[src/rtl/afsk_dm_pkg.sv]
package afsk_dm_pkg;

   // Two consecutive pairs of sliced samples both differ: tone changed cleanly.
   function automatic logic pair_flip(input logic [3:0] h);
      return ((h[1:0] ^ h[3:2]) == 2'b11);
   endfunction

   // Majority over an odd-length window.
   function automatic logic vote_many(input logic [31:0] v, input int n);
      int ones;
      ones = 0;
      for (int i = 0; i < n; i++) begin
         ones += int'(v[i]);
      end
      return (ones > n / 2);
   endfunction

endpackage

[src/rtl/afsk_dm_delay.sv]
module afsk_dm_delay #(
   parameter int SAMPLE_W = 8,
   parameter int DEPTH    = 4
) (
   input  logic                       clk,
   input  logic                       rst_n,
   input  logic                       shift_en,
   input  logic signed [SAMPLE_W-1:0] din,
   output logic signed [SAMPLE_W-1:0] tap
);
   logic signed [SAMPLE_W-1:0] stage_q [DEPTH];

   generate
      for (genvar i = 0; i < DEPTH; i++) begin : g_stage
         if (i == 0) begin : g_head
            always_ff @(posedge clk) begin
               if (!rst_n)        stage_q[0] <= '0;
               else if (shift_en) stage_q[0] <= din;
            end
         end else begin : g_body
            always_ff @(posedge clk) begin
               if (!rst_n)        stage_q[i] <= '0;
               else if (shift_en) stage_q[i] <= stage_q[i-1];
            end
         end
      end
   endgenerate

   // Oldest entry: sample accepted DEPTH strobes ago.
   assign tap = stage_q[DEPTH-1];

   p_hold_idle_r10 : assert property (@(posedge clk) disable iff (!rst_n)
      !shift_en |=> $stable(tap));
endmodule

[src/rtl/afsk_dm_discrim.sv]
module afsk_dm_discrim #(
   parameter int SAMPLE_W   = 8,
   parameter int ACC_W      = 16,
   parameter int PROD_SHIFT = 2,
   parameter int FB_SHIFT   = 1,
   parameter int HIST_W     = 4
) (
   input  logic                       clk,
   input  logic                       rst_n,
   input  logic                       sample_vld,
   input  logic signed [SAMPLE_W-1:0] sample_in,
   input  logic signed [SAMPLE_W-1:0] delayed,
   output logic                       slice_vld,
   output logic [HIST_W-1:0]          hist
);
   localparam int PROD_W  = 2 * SAMPLE_W;
   localparam int X_MAG   = 1 << (PROD_W - 2 - PROD_SHIFT);
   localparam int Y_BOUND = 4 * X_MAG;

   logic signed [PROD_W-1:0] prod_full;
   logic signed [PROD_W-1:0] prod_sh;
   logic signed [ACC_W-1:0]  x_now;
   logic signed [ACC_W-1:0]  x_last_q;
   logic signed [ACC_W-1:0]  y_q;
   logic signed [ACC_W-1:0]  y_next;
   logic                     slice_bit;
   logic                     slice_vld_q;
   logic [HIST_W-1:0]        hist_q;

   always_comb begin
      prod_full = PROD_W'(delayed) * PROD_W'(sample_in);
      prod_sh   = prod_full >>> PROD_SHIFT;
      x_now     = ACC_W'(prod_sh);
      y_next    = x_last_q + x_now + (y_q >>> FB_SHIFT);
      slice_bit = !y_next[ACC_W-1] && (y_next != '0);
   end

   always_ff @(posedge clk) begin
      if (!rst_n) begin
         x_last_q    <= '0;
         y_q         <= '0;
         hist_q      <= '0;
         slice_vld_q <= 1'b0;
      end else begin
         slice_vld_q <= sample_vld;
         if (sample_vld) begin
            x_last_q <= x_now;
            y_q      <= y_next;
            hist_q   <= {hist_q[HIST_W-2:0], slice_bit};
         end
      end
   end

   assign slice_vld = slice_vld_q;
   assign hist      = hist_q;

   p_no_overflow_r2 : assert property (@(posedge clk) disable iff (!rst_n)
      (int'(y_q) <= Y_BOUND) && (int'(y_q) >= -Y_BOUND));

   p_hist_shift_r3 : assert property (@(posedge clk) disable iff (!rst_n)
      sample_vld |=> (hist_q[HIST_W-1:1] == $past(hist_q[HIST_W-2:0])));
endmodule

[src/rtl/afsk_dm_clkrec.sv]
module afsk_dm_clkrec #(
   parameter int PHASE_MAX = 64,
   parameter int STEP      = 8,
   parameter int NUDGE     = 1,
   parameter int VOTE_N    = 3,
   parameter int HIST_W    = 4
) (
   input  logic              clk,
   input  logic              rst_n,
   input  logic              slice_vld,
   input  logic [HIST_W-1:0] hist,
   output logic              bit_tick,
   output logic              raw_bit
);
   import afsk_dm_pkg::*;

   localparam int PH_W   = $clog2(PHASE_MAX + STEP + NUDGE) + 1;
   localparam int THRESH = PHASE_MAX / 2;

   logic [PH_W-1:0] phase_q;
   logic [PH_W-1:0] ph_adj;
   logic [PH_W-1:0] ph_sum;
   logic            flip;
   logic            wrap;
   logic            vote;

   generate
      if (VOTE_N == 3) begin : g_vote3
         assign vote = (hist[0] & hist[1]) | (hist[0] & hist[2]) | (hist[1] & hist[2]);
      end else begin : g_voten
         logic [31:0] win;
         always_comb begin
            win = '0;
            win[VOTE_N-1:0] = hist[VOTE_N-1:0];
         end
         assign vote = vote_many(win, VOTE_N);
      end
   endgenerate

   always_comb begin
      flip = pair_flip(hist[3:0]);
      if (!flip)
         ph_adj = phase_q;
      else if (phase_q < PH_W'(THRESH))
         ph_adj = phase_q + PH_W'(NUDGE);
      else
         ph_adj = phase_q - PH_W'(NUDGE);
      ph_sum = ph_adj + PH_W'(STEP);
      wrap   = (ph_sum >= PH_W'(PHASE_MAX));
   end

   always_ff @(posedge clk) begin
      if (!rst_n)
         phase_q <= '0;
      else if (slice_vld)
         phase_q <= wrap ? (ph_sum - PH_W'(PHASE_MAX)) : ph_sum;
   end

   assign bit_tick = slice_vld & wrap;
   assign raw_bit  = vote;

   p_phase_range_r4 : assert property (@(posedge clk) disable iff (!rst_n)
      phase_q < PH_W'(PHASE_MAX));

   p_phase_idle_r10 : assert property (@(posedge clk) disable iff (!rst_n)
      !slice_vld |=> $stable(phase_q));
endmodule

[src/rtl/afsk_dm_nrzi.sv]
module afsk_dm_nrzi (
   input  logic clk,
   input  logic rst_n,
   input  logic bit_tick,
   input  logic raw_bit,
   output logic bit_vld,
   output logic bit_out
);
   logic prev_q;
   logic vld_q;
   logic out_q;

   always_ff @(posedge clk) begin
      if (!rst_n) begin
         prev_q <= 1'b0;
         vld_q  <= 1'b0;
         out_q  <= 1'b0;
      end else begin
         vld_q <= bit_tick;
         if (bit_tick) begin
            prev_q <= raw_bit;
            out_q  <= (raw_bit == prev_q);
         end
      end
   end

   assign bit_vld = vld_q;
   assign bit_out = out_q;

   p_out_held_r8 : assert property (@(posedge clk) disable iff (!rst_n)
      !bit_tick |=> $stable(out_q));
endmodule

[src/rtl/afsk_delay_demod.sv]
module afsk_delay_demod #(
   parameter int SAMPLE_W        = 8,
   parameter int SAMPLES_PER_BIT = 8,
   parameter int PHASE_STEP      = 8,
   parameter int NUDGE           = 1,
   parameter int ACC_W           = 16,
   parameter int PROD_SHIFT      = 2,
   parameter int FB_SHIFT        = 1,
   parameter int VOTE_N          = 3
) (
   input  logic                       clk,
   input  logic                       rst_n,
   input  logic                       sample_vld,
   input  logic signed [SAMPLE_W-1:0] sample_in,
   output logic                       bit_vld,
   output logic                       bit_out
);
   localparam int DELAY     = SAMPLES_PER_BIT / 2;
   localparam int PHASE_MAX = SAMPLES_PER_BIT * PHASE_STEP;
   localparam int HIST_W    = (VOTE_N > 4) ? VOTE_N : 4;

   generate
      if (SAMPLES_PER_BIT < 2 || (SAMPLES_PER_BIT % 2) != 0) begin : g_bad_spb
         $error("samples per bit must be even and at least 2");
      end
      if (ACC_W < 2 * SAMPLE_W) begin : g_bad_acc
         $error("accumulator narrower than the product");
      end
      if ((VOTE_N % 2) == 0 || VOTE_N > SAMPLES_PER_BIT || VOTE_N > 32) begin : g_bad_vote
         $error("vote window must be odd and fit in one bit period");
      end
      if (NUDGE < 1 || NUDGE >= PHASE_STEP) begin : g_bad_nudge
         $error("nudge must be smaller than the phase step");
      end
   endgenerate

   logic signed [SAMPLE_W-1:0] tap;
   logic                       slice_vld;
   logic [HIST_W-1:0]          hist;
   logic                       bit_tick;
   logic                       raw_bit;

   afsk_dm_delay #(.SAMPLE_W(SAMPLE_W), .DEPTH(DELAY)) u_delay (
      .clk(clk), .rst_n(rst_n), .shift_en(sample_vld),
      .din(sample_in), .tap(tap));

   afsk_dm_discrim #(.SAMPLE_W(SAMPLE_W), .ACC_W(ACC_W), .PROD_SHIFT(PROD_SHIFT),
                     .FB_SHIFT(FB_SHIFT), .HIST_W(HIST_W)) u_discrim (
      .clk(clk), .rst_n(rst_n), .sample_vld(sample_vld), .sample_in(sample_in),
      .delayed(tap), .slice_vld(slice_vld), .hist(hist));

   afsk_dm_clkrec #(.PHASE_MAX(PHASE_MAX), .STEP(PHASE_STEP), .NUDGE(NUDGE),
                    .VOTE_N(VOTE_N), .HIST_W(HIST_W)) u_clkrec (
      .clk(clk), .rst_n(rst_n), .slice_vld(slice_vld), .hist(hist),
      .bit_tick(bit_tick), .raw_bit(raw_bit));

   afsk_dm_nrzi u_nrzi (
      .clk(clk), .rst_n(rst_n), .bit_tick(bit_tick), .raw_bit(raw_bit),
      .bit_vld(bit_vld), .bit_out(bit_out));

   p_strobe_origin_r8 : assert property (@(posedge clk) disable iff (!rst_n)
      bit_vld |-> $past(slice_vld));

   p_single_pulse_r8 : assert property (@(posedge clk) disable iff (!rst_n)
      bit_vld |=> !bit_vld);
endmodule

[config.mk]
export PLATFORM = sky130hd
export DESIGN_NAME = afsk_delay_demod
export DESIGN_NICKNAME = d
export VERILOG_FILES = /design/src/rtl/afsk_dm_pkg.sv /design/src/rtl/afsk_dm_delay.sv /design/src/rtl/afsk_dm_discrim.sv /design/src/rtl/afsk_dm_clkrec.sv /design/src/rtl/afsk_dm_nrzi.sv /design/src/rtl/afsk_delay_demod.sv
export SDC_FILE = /design/constraint.sdc
export NUM_CORES = 1
export LEC_CHECK = 0
export BUFFER_PORTS_ARGS = -buffer_cell sky130_fd_sc_hd__buf_2
export CAP_MARGIN = 10
export CORE_MARGIN = 2
export CORE_UTILIZATION = 25
export CTS_CLUSTER_SIZE = 28
export DETAILED_ROUTE_END_ITERATION = 6
export GPL_TIMING_DRIVEN = 0
export HOLD_SLACK_MARGIN = 0.15
export SLEW_MARGIN = 20
export SYNTH_ARGS = -nofsm -noshare
export SYNTH_HDL_FRONTEND = slang
export SYNTH_SLANG_ARGS = --single-unit
[constraint.sdc]
create_clock -name clk -period 8.2 [get_ports clk]
set_clock_uncertainty 0.1 [all_clocks]
set_input_delay 0.41 -clock clk [delete_from_list [all_inputs] [get_ports clk]]
set_output_delay 0.41 -clock clk [all_outputs]
set_load 0.02 [all_outputs]
== Yosys cells after proc, flatten, opt, wreduce, memory -nomap -nowiden ==
Memories as Yosys holds them, arrays and structs flattened.
Cells that the tools add are included.
Word-level totals
  output and inout port bits: 2
  memories: 1
  bits in writable memories: 32
  register bits after elaboration: 46
  bits of input ports: 11
Cells by class
  multiply operators: 1
  $lt $le $gt $ge: 2
  add/subtract/negate cells: 6
  mux-type cells: 11
  bitwise logic cells: 11
  eq/ne operators: 2
  reduce and logical (&&, ||, !) cells: 3
Memory list
  u_delay.stage_q: words 4, width 8, read ports 4, clocked after Yosys merged registers in 0, wr ports 4, line afsk_dm_delay.sv:11  | logic signed [SAMPLE_W-1:0] stage_q [DEPTH];
Operators with widths (count)
  2-to-1 mux 8 bit: 7
  adder 15 x 15 -> 16 bit: 1
  multiplier 8 x 8 -> 16 bit: 1
  nonzero test 16 bit: 1
  adder 14 x 14 -> 15 bit: 1
  adder 8 x 1 -> 8 bit, second input constant: 1
  adder 8 x 4 -> 8 bit, second input constant: 1
  >= comparator 8 x 7 -> 1 bit, second input constant: 1
  less-than comparator 8 x 6 -> 1 bit, second input constant: 1
  subtractor 8 x 1 -> 8 bit, second input constant: 1
  subtractor 8 x 7 -> 8 bit, second input constant: 1
  bitwise OR 1 bit: 6
  AND 1 bit: 4
  2-to-1 mux 1 bit: 4
  == test 2 bit, second input constant: 1
  XOR 2 bit: 1
  == test 1 bit: 1
  logical AND 1 bit: 1
  zero test 1 bit: 1

== Depth between registers and ports, before layout ==
Gate-level depths: netlist of the first run.
  depth in word-level cells: 6
  gate-level depth with buffers: 29
  depth with buffers taken out: 28

== Hierarchy ==
From an unflattened synthesis of the first run, not the netlist that was laid out.
Second synthesis, totals
  cell total of the unflattened synthesis: 750
  area, all modules: 7179.4 um^2
By module, submodules not included
  afsk_dm_discrim: instances 1, area an instance 4916.0 um^2, cells an instance 568, sequential area each 680.7 um^2
  afsk_dm_delay: instances 1, area an instance 1238.7 um^2, cells an instance 71, sequential area each 960.9 um^2
  afsk_dm_clkrec: instances 1, area an instance 915.9 um^2, cells an instance 102, sequential area each 160.2 um^2
  afsk_dm_nrzi: instances 1, area an instance 108.9 um^2, cells an instance 9, sequential area each 60.1 um^2

== Least setup slack after synthesis of the first run ==
OpenSTA, ideal clock, no wires.
  kind: input -> register
  start point: in sample_in[4]
  end point: reg u_discrim.hist_q[0], in the netlist u_discrim.hist[0]
  required time: 7.968 ns
  stages: 24
  setup time: 0.132 ns
  data arrival time: 6.097 ns
  slack: 1.871 ns
  buffers on the path: 1
  path through: clkbuf_1 > nand2_1 > fa_1 > inv_1 > fa_1 > fa_1 > inv_1 > fa_1 > inv_1 > ha_1 > o21a_1 > o21a_1 > a2111o_1 > a311o_1 > o211a_1 > inv_1 > fa_1 > ha_1 > a21oi_1 > o21ai_0 > a41oi_1 > xnor2_1 > nor4_1 > a311oi_1
On the way
  longest elaborated chain between the ends: 5
RTL lines
  start: declaration: line afsk_delay_demod.sv:14  | input logic signed [SAMPLE_W-1:0] sample_in,
  multiplier 8 x 8 -> 16 bit *: line afsk_dm_discrim.sv:31  | prod_full = PROD_W'(delayed) * PROD_W'(sample_in);
  net u_discrim.prod_full[15]: line afsk_dm_discrim.sv:20  | logic signed [PROD_W-1:0] prod_full;
  adder 14 x 14 -> 15 bit *: line afsk_dm_discrim.sv:34  | y_next = x_last_q + x_now + (y_q >>> FB_SHIFT);
  adder 15 x 15 -> 16 bit *: line afsk_dm_discrim.sv:34
  nonzero test 16 bit or zero test 1 bit (tied branches): line afsk_dm_discrim.sv:35  | slice_bit = !y_next[ACC_W-1] && (y_next != '0);
  logical AND 1 bit *: line afsk_dm_discrim.sv:35
  end signal: assignment: line afsk_dm_discrim.sv:49  | hist_q <= {hist_q[HIST_W-2:0], slice_bit};
  end: declaration: line afsk_dm_discrim.sv:28  | logic [HIST_W-1:0] hist_q;
Mark *: on every way through the listed nets, which the timed path passes. The rest lies on a longest branch.
A chain may end at the register's enable or synchronous reset.

==> impl_metrics.csv, run 1 <==
group,metric,value,unit
critical_path,cp-start-kind,"flip-flop",
cts,clk_pin_slew,0.06,ns
sta,worstMarginPinSlew,0.810,ns
critical_path,crit_fanout,7,
logic_synthesis,synth_cell_type_count,70,
routing,drtIter0Drc,266,
sta,max_freq,147,MHz
logic_synthesis,ys_seq_area_frac,0.268,
cts,postCtsHoldBufs,0,
sta,finalCritPeriodShare,0.829,
routing,totalWireLength,14.7,mm
logic_synthesis,synth_fa_ha_area_frac,0.299,
sta,setup_ws,1.40,ns
cts,numClockSinks,77,
critical_path,worstPathRequired,8.34,ns
cts,clock-root-buffer,"clkbuf_16",
logic_synthesis,async_flop_share,0,
run_status,status,"completed",
logic_synthesis,avgSynthCellArea,9.53,um2
logic_synthesis,synthesis.nets,864,
logic_synthesis,yosysTopAreaCellShare,0.207,
floorplan,die_x,171,um
critical_path,arrival,6.94,ns
placed_design,dp_hpwl,11.6,mm
sta,hold_viol_final,0,
sta,finalSetupTns,0,ns
pwr,switching_share,0.461,
routing,wire_per_inst,13.0,um
logic_synthesis,ys_warn_count,0,
logic_synthesis,synth-compound-area-share,0.137,
cts,post_cts_buffers,0,
floorplan,rows,61,
sta,rsz0062_at_grt,"false",
routing,drc_errors,0,
cells_and_area,drive_gt1_frac,0.0610,
global_routing,grt_pass1_vias,5184,
floorplan,dieArea,29200,um2
cts,clock_path_buffers,2,
pwr,combPwrFrac,0.655,
sta,slew_headroom,0.460,
global_routing,grt-ovfl-total,0,
hold_path,hp-class,"primary input to flip-flop",
logic_synthesis,synth_top_family_by_area,"adder cells",
logic_synthesis,synth_xor_area_frac,0.0338,
logic_synthesis,synthMuxAreaShare,0.0248,
floorplan,ios,13,
global_routing,track_usage,0.109,
logic_synthesis,synthTopCellsByArea,"fa_1 21%, edfxtp_1 14%, dfxtp_1 13%",
global_routing,grt_max_degree,37,
routing,ant_nets,0,
global_routing,grt_first_pass_wirelength,25.5,mm
logic_synthesis,syn_area,6960,um2
sta,maxSlewViolCount,0,
pwr,pwr-share-clk,0.155,
pwr,power.internal,1.43,mW
floorplan,core,27600,um2
critical_path,endpoint_kind,"flip-flop",
cts,cts_made_buffers,9,
routing,routed-via-count,5001,
logic_synthesis,synth.largest_area_cell,"fa_1",
placed_design,gp_congestion,0.767,
logic_synthesis,syn_inst,730,
placed_design,port_buffers,8,
pwr,pwr_density_cell,342,nW/um2
logic_synthesis,synth-simple-area-share,0.157,
pwr,p_leak,3.47,nW
cts,tritoncts,"done",
cts,cts_resized,0,
routing,first_pass_iters,5,
global_routing,antenna_found_initial,1,
cells_and_area,syn2layout_area_growth,11.8,%
cts,clk_latency,0.34,ns
logic_synthesis,synth_edf_count,32,
logic_synthesis,ys_ff_latch,77,
sta,setup_viol_count_final,0,
pwr,power.switching,1.22,mW
placed_design,place_ws,1.21,ns
floorplan,initial_core_util,0.252,
cells_and_area,nets,883,
floorplan,die_h,171,um
routing,via_per_inst,4.41,
run,maxCapViolCount,0,
pwr,ir_worst_vdd,229,uV
critical_path,crit_type,"flip-flop to flip-flop",
pwr,power_frac_seq,0.190,
sta,period_needed,6.80,ns
logic_synthesis,yosys_most_used_dff,"dfxtp_1",
cts,htreeDepth,3,
-- state kept, by name (all words and copies together), names as in the netlist --
name and cells:
u_clkrec.phase_q 8, u_nrzi.bit_vld 1, u_nrzi.bit_out 1, u_delay.stage_q 32, u_nrzi.prev_q 1, u_discrim.slice_vld 1, u_discrim.hist 4, u_discrim.y_q 15
u_discrim.x_last_q 14
-- logic make-up after synthesis --
logic type,Yosys count
and+or+nand+nor,208
buffers and inverters,147
AOI/OAI and AO/OA,132
adders and majority gates,123
DFF,77
xor gates and xnor gates,26
muxes,17
-- per-stage QoR --
stage	hold WS [ns]	area (um2)	std cells	util	power, mW
floorplan	0.343	6960	730	-	1.89
global placement	0.351	7470	1116	0.271	2.22
detailed placement	0.354	7470	1116	0.271	2.23
CTS	0.344	7770	1132	0.282	2.67
global route	0.368	7770	1132	0.282	2.94
finish	0.350	7780	1133	0.282	2.66
-- area by class of cell --
| class | instances | area [um2] |
|---|---|---|
| multi-input cells | 506 | 4530 |
| repair buffers | 8 | 40.0 |
| well taps | 378 | 473 |
| clock buffers | 9 | 225 |
| fillers | 2904 | 19800 |
| plain buffers | 19 | 82.6 |
| diodes | 1 | 2.50 |
| clock inverters | 7 | 80.1 |
| flip-flops and latches | 77 | 1860 |
| inverters | 128 | 480 |
-- power groups by stage --
stage	Sequential (mW)	Combinational [mW]	Clock, mW
2_1_floorplan	0.502	1.39	0
3_3_place_gp	0.514	1.71	0
3_5_place_dp	0.514	1.72	0
4_1_cts	0.506	1.74	0.422
5_1_grt	0.514	1.99	0.438
6_report	0.506	1.74	0.411
-- final timing paths --
| check | from | end | slack [ns] | depth (start not counted) |
|---|---|---|---|---|
| max | u_delay.stage_q[3][0]$_SDFFCE_PN0P_ | u_discrim.hist[0]$_SDFFE_PN0P_ | 1.40 | 21 |
| max reg2reg | u_delay.stage_q[3][0]$_SDFFCE_PN0P_ | u_discrim.hist[0]$_SDFFE_PN0P_ | 1.40 | 21 |
| min | sample_vld | u_discrim.y_q[5]$_SDFFE_PN0P_ | 0.35 | 4 |
| min reg2reg | u_nrzi.bit_out$_SDFFE_PN0P_ | u_nrzi.bit_out$_SDFFE_PN0P_ | 0.36 | 2 |
-- synthesized netlist by cell type, types with 16 or more instances --
| cell type | instances |
|---|---|
| a21oi_1 | 26 |
| and2_1 | 34 |
| and3_1 | 35 |
| clkbuf_1 | 16 |
| dfxtp_1 | 45 |
| edfxtp_1 | 32 |
| fa_1 | 72 |
| ha_1 | 51 |
| inv_1 | 126 |
| nand2_1 | 48 |
| nor2_1 | 39 |
| o21ai_0 | 21 |
| xnor2_1 | 16 |
-- worst max-delay path: stages (launching register included) --
cell	delay (ns)
edfxtp_1	0.53
nand2b_1	0.23
fa_1	0.52
fa_1	0.53
fa_1	0.55
fa_1	0.56
inv_1	0.04
ha_1	0.30
o21ai_1	0.11
a21boi_0	0.18
o31a_1	0.31
o21a_1	0.18
or3_1	0.33
and2_1	0.18
fa_1	0.44
ha_1	0.35
nor2_1	0.17
a21oi_1	0.09
a31oi_1	0.41
o2111a_1	0.23
nor4_1	0.06
a311oi_1	0.29
-- layout by cell type (no fill, tap or decap), drive strengths merged, types with 8 or more instances in the layout --
cell type and count:
buf 9, nor2 40, and2 34, a21o 8, o21a 11, nor3 9
ha 51, edfxtp 32, inv 131, xnor2 16, mux2i 15, nand2 49
and3 35, o21ai 24, a21oi 26, xor2 10, fa 72, dfxtp 45
clkbuf 27
-- layer usage --
layer | part of all wire | vias to the layer above | track usage | wire length (um)
li1 | - | 2499 | - | -
met1 | 0.49 | 2425 | 0.147 | 7230
met2 | 0.47 | 62 | 0.182 | 6840
met3 | 0.033 | 15 | 0.0206 | 484
met4 | 0.011 | 0 | 0.0260 | 155
met5 | 0 | - | 0 | 0
No activity file was read; power rests on OpenSTA's default activity.
==> run 2, diff against run 1 <==
Clock period 8.2 ns to 6.76 ns, I/O delays scaled along.
==> impl_metrics.csv, run 2 (synthesized netlist as in run 1, its figures left out) <==
group,metric,value,unit
run_status,status,"completed",
critical_path,endpoint_kind,"flip-flop",
critical_path,worstPathRequired,6.90,ns
cells_and_area,largest_registers,"u_delay.stage_q x32, u_discrim.y_q x15, u_discrim.x_last_q x14",
cts,cts_made_buffers,9,
floorplan,initial_core_util,0.252,
hold_path,min_delay_path_depth,4,
routing,first_pass_iters,5,
sta,holdWs,0.286,ns
cells_and_area,largest_reg_flops,32,
sta,maxSlewViolCount,0,
cts,clk_latency,0.34,ns
sta,hold_viol_final,0,
routing,wl_met3,439,um
cells_and_area,syn2layout_area_growth,14.9,%
floorplan,rows,61,
pwr,finalPower,3.45,mW
pwr,pwr-share-clk,0.145,
sta,max_freq,154,MHz
run,maxCapViolCount,0,
placed_design,port_buffers,8,
pwr,ir_worst_vdd,287,uV
floorplan,dieArea,29200,um2
placed_design,dp_hpwl,11.6,mm
global_routing,grt_max_degree,37,
routing,via_per_inst,4.41,
sta,finalSetupTns,0,ns
global_routing,track_usage,0.110,
sta,setup_ws,0.277,ns
hold_path,hp-class,"primary input to flip-flop",
floorplan,die_x,171,um
cts,htreeDepth,3,
pwr,combPwrFrac,0.678,
floorplan,core,27600,um2
cells_and_area,utilization,0.290,
routing,wl_met2,7.07,mm
critical_path,cp-start-kind,"flip-flop",
cts,clock_path_buffers,2,
cells_and_area,fin_cells,1149,
pwr,p_leak,3.56,nW
sta,period_needed,6.48,ns
placed_design,postPlaceCellArea,7470,um2
routing,totalWireLength,15.0,mm
placed_design,gp_congestion,0.767,
cells_and_area,design_area,7990,um2
routing,drc_errors,0,
cells_and_area,final_common_cell,"inv_1",
cells_and_area,nets,899,
global_routing,antenna_found_initial,1,
pwr,switching_share,0.460,
pwr,pwr_density_cell,431,nW/um2
global_routing,grt_first_pass_wirelength,25.6,mm
critical_path,crit_type,"flip-flop to flip-flop",
cells_and_area,drive_gt1_frac,0.105,
sta,setup_viol_count_final,0,
critical_path,arrival,6.62,ns
global_routing,grt-ovfl-total,0,
critical_path,crit_fanout,5,
routing,wire_per_inst,13.1,um
cells_and_area,final_cell_mix,"124 x inv_1, 71 x fa_1, 48 x nand2_1, 48 x ha_1, 45 x dfxtp_1",
floorplan,die_h,171,um
pwr,power_frac_seq,0.177,
routing,wl_met1,7.32,mm
critical_path,r2r_cells,23,
floorplan,ios,13,
sta,finalCritPeriodShare,0.959,
pwr,power.internal,1.86,mW
routing,routed-via-count,5071,
sta,slew_headroom,0.453,
cts,clk_pin_slew,0.06,ns
routing,ant_nets,0,
cts,numClockSinks,77,
pwr,power.switching,1.58,mW
global_routing,grt_pass1_vias,5216,
routing,drtIter0Drc,237,
routing,top_layer,"met4",
sta,worstMarginPinSlew,0.820,ns
cts,tritoncts,"done",
placed_design,place_ws,-0.163,ns
cells_and_area,regMostFlops,"u_delay.stage_q",
cts,clock-root-buffer,"clkbuf_16",
placed_design,placedCellCount,1116,
## run 2: metal layers
| layer | track usage | vias to the layer above |
|---|---|---|
| met4 | 0.0268 | 0 |
| met2 | 0.183 | 53 |
| li1 | - | 2532 |
| met1 | 0.146 | 2470 |
| met3 | 0.0206 | 16 |
| met5 | 0 | - |
## run 2: critical path, cell delays in order, from the launching register on
cell and delay [ns]:
edfxtp_1 0.46, buf_4 0.19, and2_1 0.14, fa_1 0.47, fa_1 0.52, fa_1 0.54
inv_1 0.06, fa_1 0.55, inv_1 0.08, ha_4 0.25, o21a_1 0.16, o21a_1 0.18
a2111o_1 0.41, a311o_1 0.33, o211a_1 0.19, inv_1 0.09, fa_1 0.45, ha_4 0.28
a21oi_1 0.13, o21ai_0 0.09, a41oi_1 0.21, xnor2_1 0.17, nor4_1 0.07, a311oi_1 0.26
## run 2: path summary, 6_finish.rpt
check             slack, ns                        endpoint                                start
setup / recovery       0.28  u_discrim.hist[0]$_SDFFE_PN0P_  u_delay.stage_q[3][3]$_SDFFCE_PN0P_
hold reg to reg        0.36     u_nrzi.bit_out$_SDFFE_PN0P_          u_nrzi.bit_out$_SDFFE_PN0P_
hold / removal         0.29   u_discrim.y_q[5]$_SDFFE_PN0P_                           sample_vld
setup reg to reg       0.28  u_discrim.hist[0]$_SDFFE_PN0P_  u_delay.stage_q[3][3]$_SDFFCE_PN0P_
## run 2: area by class of cell
class                      instances  area (um2)
inverter                         128         480
multi-input combinational        506        4620
sequential                        77        1860
clock inverter                     7        80.1
antenna                            1        2.50
buffer                            19        83.8
timing repair buffer              24         160
clock buffer                       9         225
fill                            2904       19600
tap                              378         473
## run 2: power by group through the flow
stage          combinational [mW]  clock (mW)  sequential, mW
6_report                     2.34       0.501           0.609
2_1_floorplan                1.69           0           0.608
4_1_cts                      2.13       0.512           0.613
5_1_grt                      2.64       0.531           0.618
3_5_place_dp                 2.09           0           0.623
3_3_place_gp                 2.07           0           0.623
## run 2: what timing repair did
action / CTS / global route
endpoints found under the setup margin: 1 / 5
hold buffers: 0 / 0
pin swaps: 0 / 8
setup buffers: 4 / 12
resized for setup: 1 / 23
==> run 3, diff against run 2 <==
Settings changed: ABC_AREA set to 1.
==> impl_metrics.csv, run 3 <==
group,metric,value,unit
floorplan,ios,13,
logic_synthesis,synth.largest_area_cell,"fa_1",
cells_and_area,drive_gt1_frac,0.0845,
sta,worstMarginPinSlew,0.576,ns
critical_path,reg2reg_setup_slack,0.37,ns
pwr,pwr_density_cell,434,nW/um2
routing,via_per_inst,4.13,
cts,htreeDepth,3,
logic_synthesis,synth_commonest_cells,"212 x inv_1, 145 x nand2_1, 72 x fa_1",
sta,finalSetupTns,0,ns
floorplan,die_h,171,um
floorplan,dieArea,29100,um2
cts,clock_path_buffers,2,
hold_path,hp-start,"rst_n",
placed_design,place_ws,-0.142,ns
logic_synthesis,synth_edf_count,32,
logic_synthesis,synth_cell_type_count,42,
critical_path,crit_type,"flip-flop to flip-flop",
critical_path,r2r_cells,27,
floorplan,initial_core_util,0.252,
sta,hold_viol_final,0,
routing,wire_per_inst,11.4,um
global_routing,grt-ovfl-total,0,
run_status,status,"completed",
cts,clk_latency,0.35,ns
logic_synthesis,ys_ff_latch,77,
sta,max_freq,156,MHz
cells_and_area,nets,1005,
critical_path,critPathLaunch,"u_delay.stage_q[3][4]$_SDFFCE_PN0P_",
cells_and_area,syn2layout_area_growth,13.0,%
global_routing,grt_first_pass_wirelength,24.8,mm
logic_synthesis,yosysMostFrequentCell,"inv_1",
logic_synthesis,syn_area,6940,um2
routing,totalWireLength,14.3,mm
pwr,p_leak,3.85,nW
logic_synthesis,synthMuxAreaShare,0,
global_routing,grt_max_degree,31,
critical_path,endpoint_kind,"flip-flop",
cells_and_area,fin_cells,1254,
cells_and_area,fillCellCount,2952,
critical_path,reg2reg_from,"u_delay.stage_q[3][4]$_SDFFCE_PN0P_",
placed_design,port_buffers,6,
sta,maxSlewViolCount,0,
global_routing,track_usage,0.106,
cells_and_area,design_area,7850,um2
run,maxCapViolCount,0,
routing,first_pass_iters,4,
logic_synthesis,synth_xor_area_frac,0.0404,
critical_path,cp-start-kind,"flip-flop",
cells_and_area,final_cell_mix,"212 x inv_1, 145 x nand2_1, 72 x fa_1",
logic_synthesis,ys_seq_area_frac,0.268,
sta,finalCritPeriodShare,0.946,
global_routing,antenna_found_initial,0,
pwr,finalPower,3.41,mW
global_routing,grt_pass1_vias,5243,
sta,setup_ws,0.367,ns
logic_synthesis,async_flop_share,0,
logic_synthesis,synth-compound-area-share,0.0840,
placed_design,placedCellCount,1236,
logic_synthesis,syn_inst,851,
critical_path,arrival,6.53,ns
sta,holdWs,0.209,ns
cells_and_area,final_common_cell,"inv_1",
routing,routed-via-count,5185,
placed_design,dp_hpwl,11.2,mm
cells_and_area,n_antenna_cell,0,
logic_synthesis,synth-simple-area-share,0.174,
routing,drc_errors,0,
logic_synthesis,synthTopCellsByArea,"fa_1 21%, edfxtp_1 14%, dfxtp_1 13%",
hold_path,hp-class,"primary input to flip-flop",
cts,numClockSinks,77,
logic_synthesis,ys_warn_count,0,
cells_and_area,largest_reg_flops,32,
critical_path,crit_fanout,6,
sta,slew_headroom,0.616,
routing,drtIter0Drc,286,
placed_design,gp_congestion,0.809,
logic_synthesis,yosysTopAreaCellShare,0.208,
cts,cts_made_buffers,9,
critical_path,r2r-end,"u_discrim.hist[0]$_SDFFE_PN0P_",
logic_synthesis,synth_fa_ha_area_frac,0.299,
logic_synthesis,yosys_most_used_dff,"dfxtp_1",
critical_path,worstSetupEndpoint,"u_discrim.hist[0]$_SDFFE_PN0P_",
floorplan,rows,61,
cts,clock-root-buffer,"clkbuf_16",
pwr,ir_worst_vdd,239,uV
floorplan,core,27600,um2
sta,setup_viol_count_final,0,
critical_path,worstPathRequired,6.90,ns
placed_design,postPlaceCellArea,7470,um2
cts,tritoncts,"done",
cells_and_area,largest_registers,"u_delay.stage_q x32, u_discrim.y_q x15, u_discrim.x_last_q x14",
logic_synthesis,avgSynthCellArea,8.16,um2
cts,postCtsHoldBufs,0,
cells_and_area,utilization,0.285,
logic_synthesis,synthesis.nets,985,
sta,period_needed,6.39,ns
cells_and_area,regMostFlops,"u_delay.stage_q",
routing,ant_nets,0,
floorplan,die_x,171,um
logic_synthesis,synth_top_family_by_area,"adder cells",
cts,clk_pin_slew,0.08,ns
## run 3: kinds of logic after synthesis
| family | count (synthesis) |
|---|---|
| simple gates | 279 |
| buf+inv | 243 |
| fa+ha+maj | 123 |
| compound gates | 97 |
| flops | 77 |
| xor+xnor | 32 |
## run 3: what timing repair did
action                                  CTS  global route
endpoints found under the setup margin    0             5
setup buffers                             0             8
endpoints found under the hold margin     0             0
resized for setup                         0             9
## run 3: report_power, final
group          internal [mW]  leakage [nW]  switching, mW
Sequential             0.568         0.723         0.0467
Combinational          0.892          2.98           1.41
Clock                  0.265         0.150          0.232
Total                   1.72          3.85           1.69
## run 3: cell type report
type	count	area, um2	share of cell area
buffer	16	81.3	0.0104
clock buffer	9	225	0.0287
clock inverter	7	81.3	0.0104
inverter	221	830	0.106
multi-input combinational	531	4190	0.533
sequential	77	1860	0.237
tap	378	473	0.0603
timing repair buffer	15	110	0.0140
## run 3: metal layers
layer,GRT usage,vias to the layer above,share of wire
li1,-,2643,-
met4,0.0353,0,0.017
met5,0,-,0
met2,0.188,77,0.50
met3,0.0134,13,0.030
met1,0.133,2452,0.46
## run 3: worst max-delay path, stage by stage, from the launching register on
cell and delay [ns]:
edfxtp_1 0.51, buf_4 0.19, nand2_1 0.05, inv_1 0.06, fa_1 0.45, fa_1 0.54, inv_1 0.05, fa_1 0.46
fa_1 0.55, inv_1 0.04, ha_1 0.33, nand2_1 0.10, o21ai_0 0.29, nand2_1 0.09, o211ai_1 0.13, xor2_1 0.29
fa_1 0.47, ha_1 0.37, nand2_1 0.10, nor2_1 0.14, nand3_1 0.10, nand3_1 0.18, inv_1 0.06, o21bai_1 0.14
xor2_1 0.27, nand3_1 0.11, nand2_1 0.07, nand2_1 0.04
## run 3: worst min path at each step
stage                                                to  cells after the start
floorplan           u_discrim.x_last_q[11]$_SDFFE_PN0P_                      2
global placement       u_clkrec.phase_q[7]$_SDFFE_PN0P_                      2
detailed placement  u_discrim.x_last_q[11]$_SDFFE_PN0P_                      2
CTS                         u_nrzi.bit_out$_SDFFE_PN0P_                      3
global route                u_nrzi.bit_out$_SDFFE_PN0P_                      3
finish                      u_nrzi.bit_out$_SDFFE_PN0P_                      3
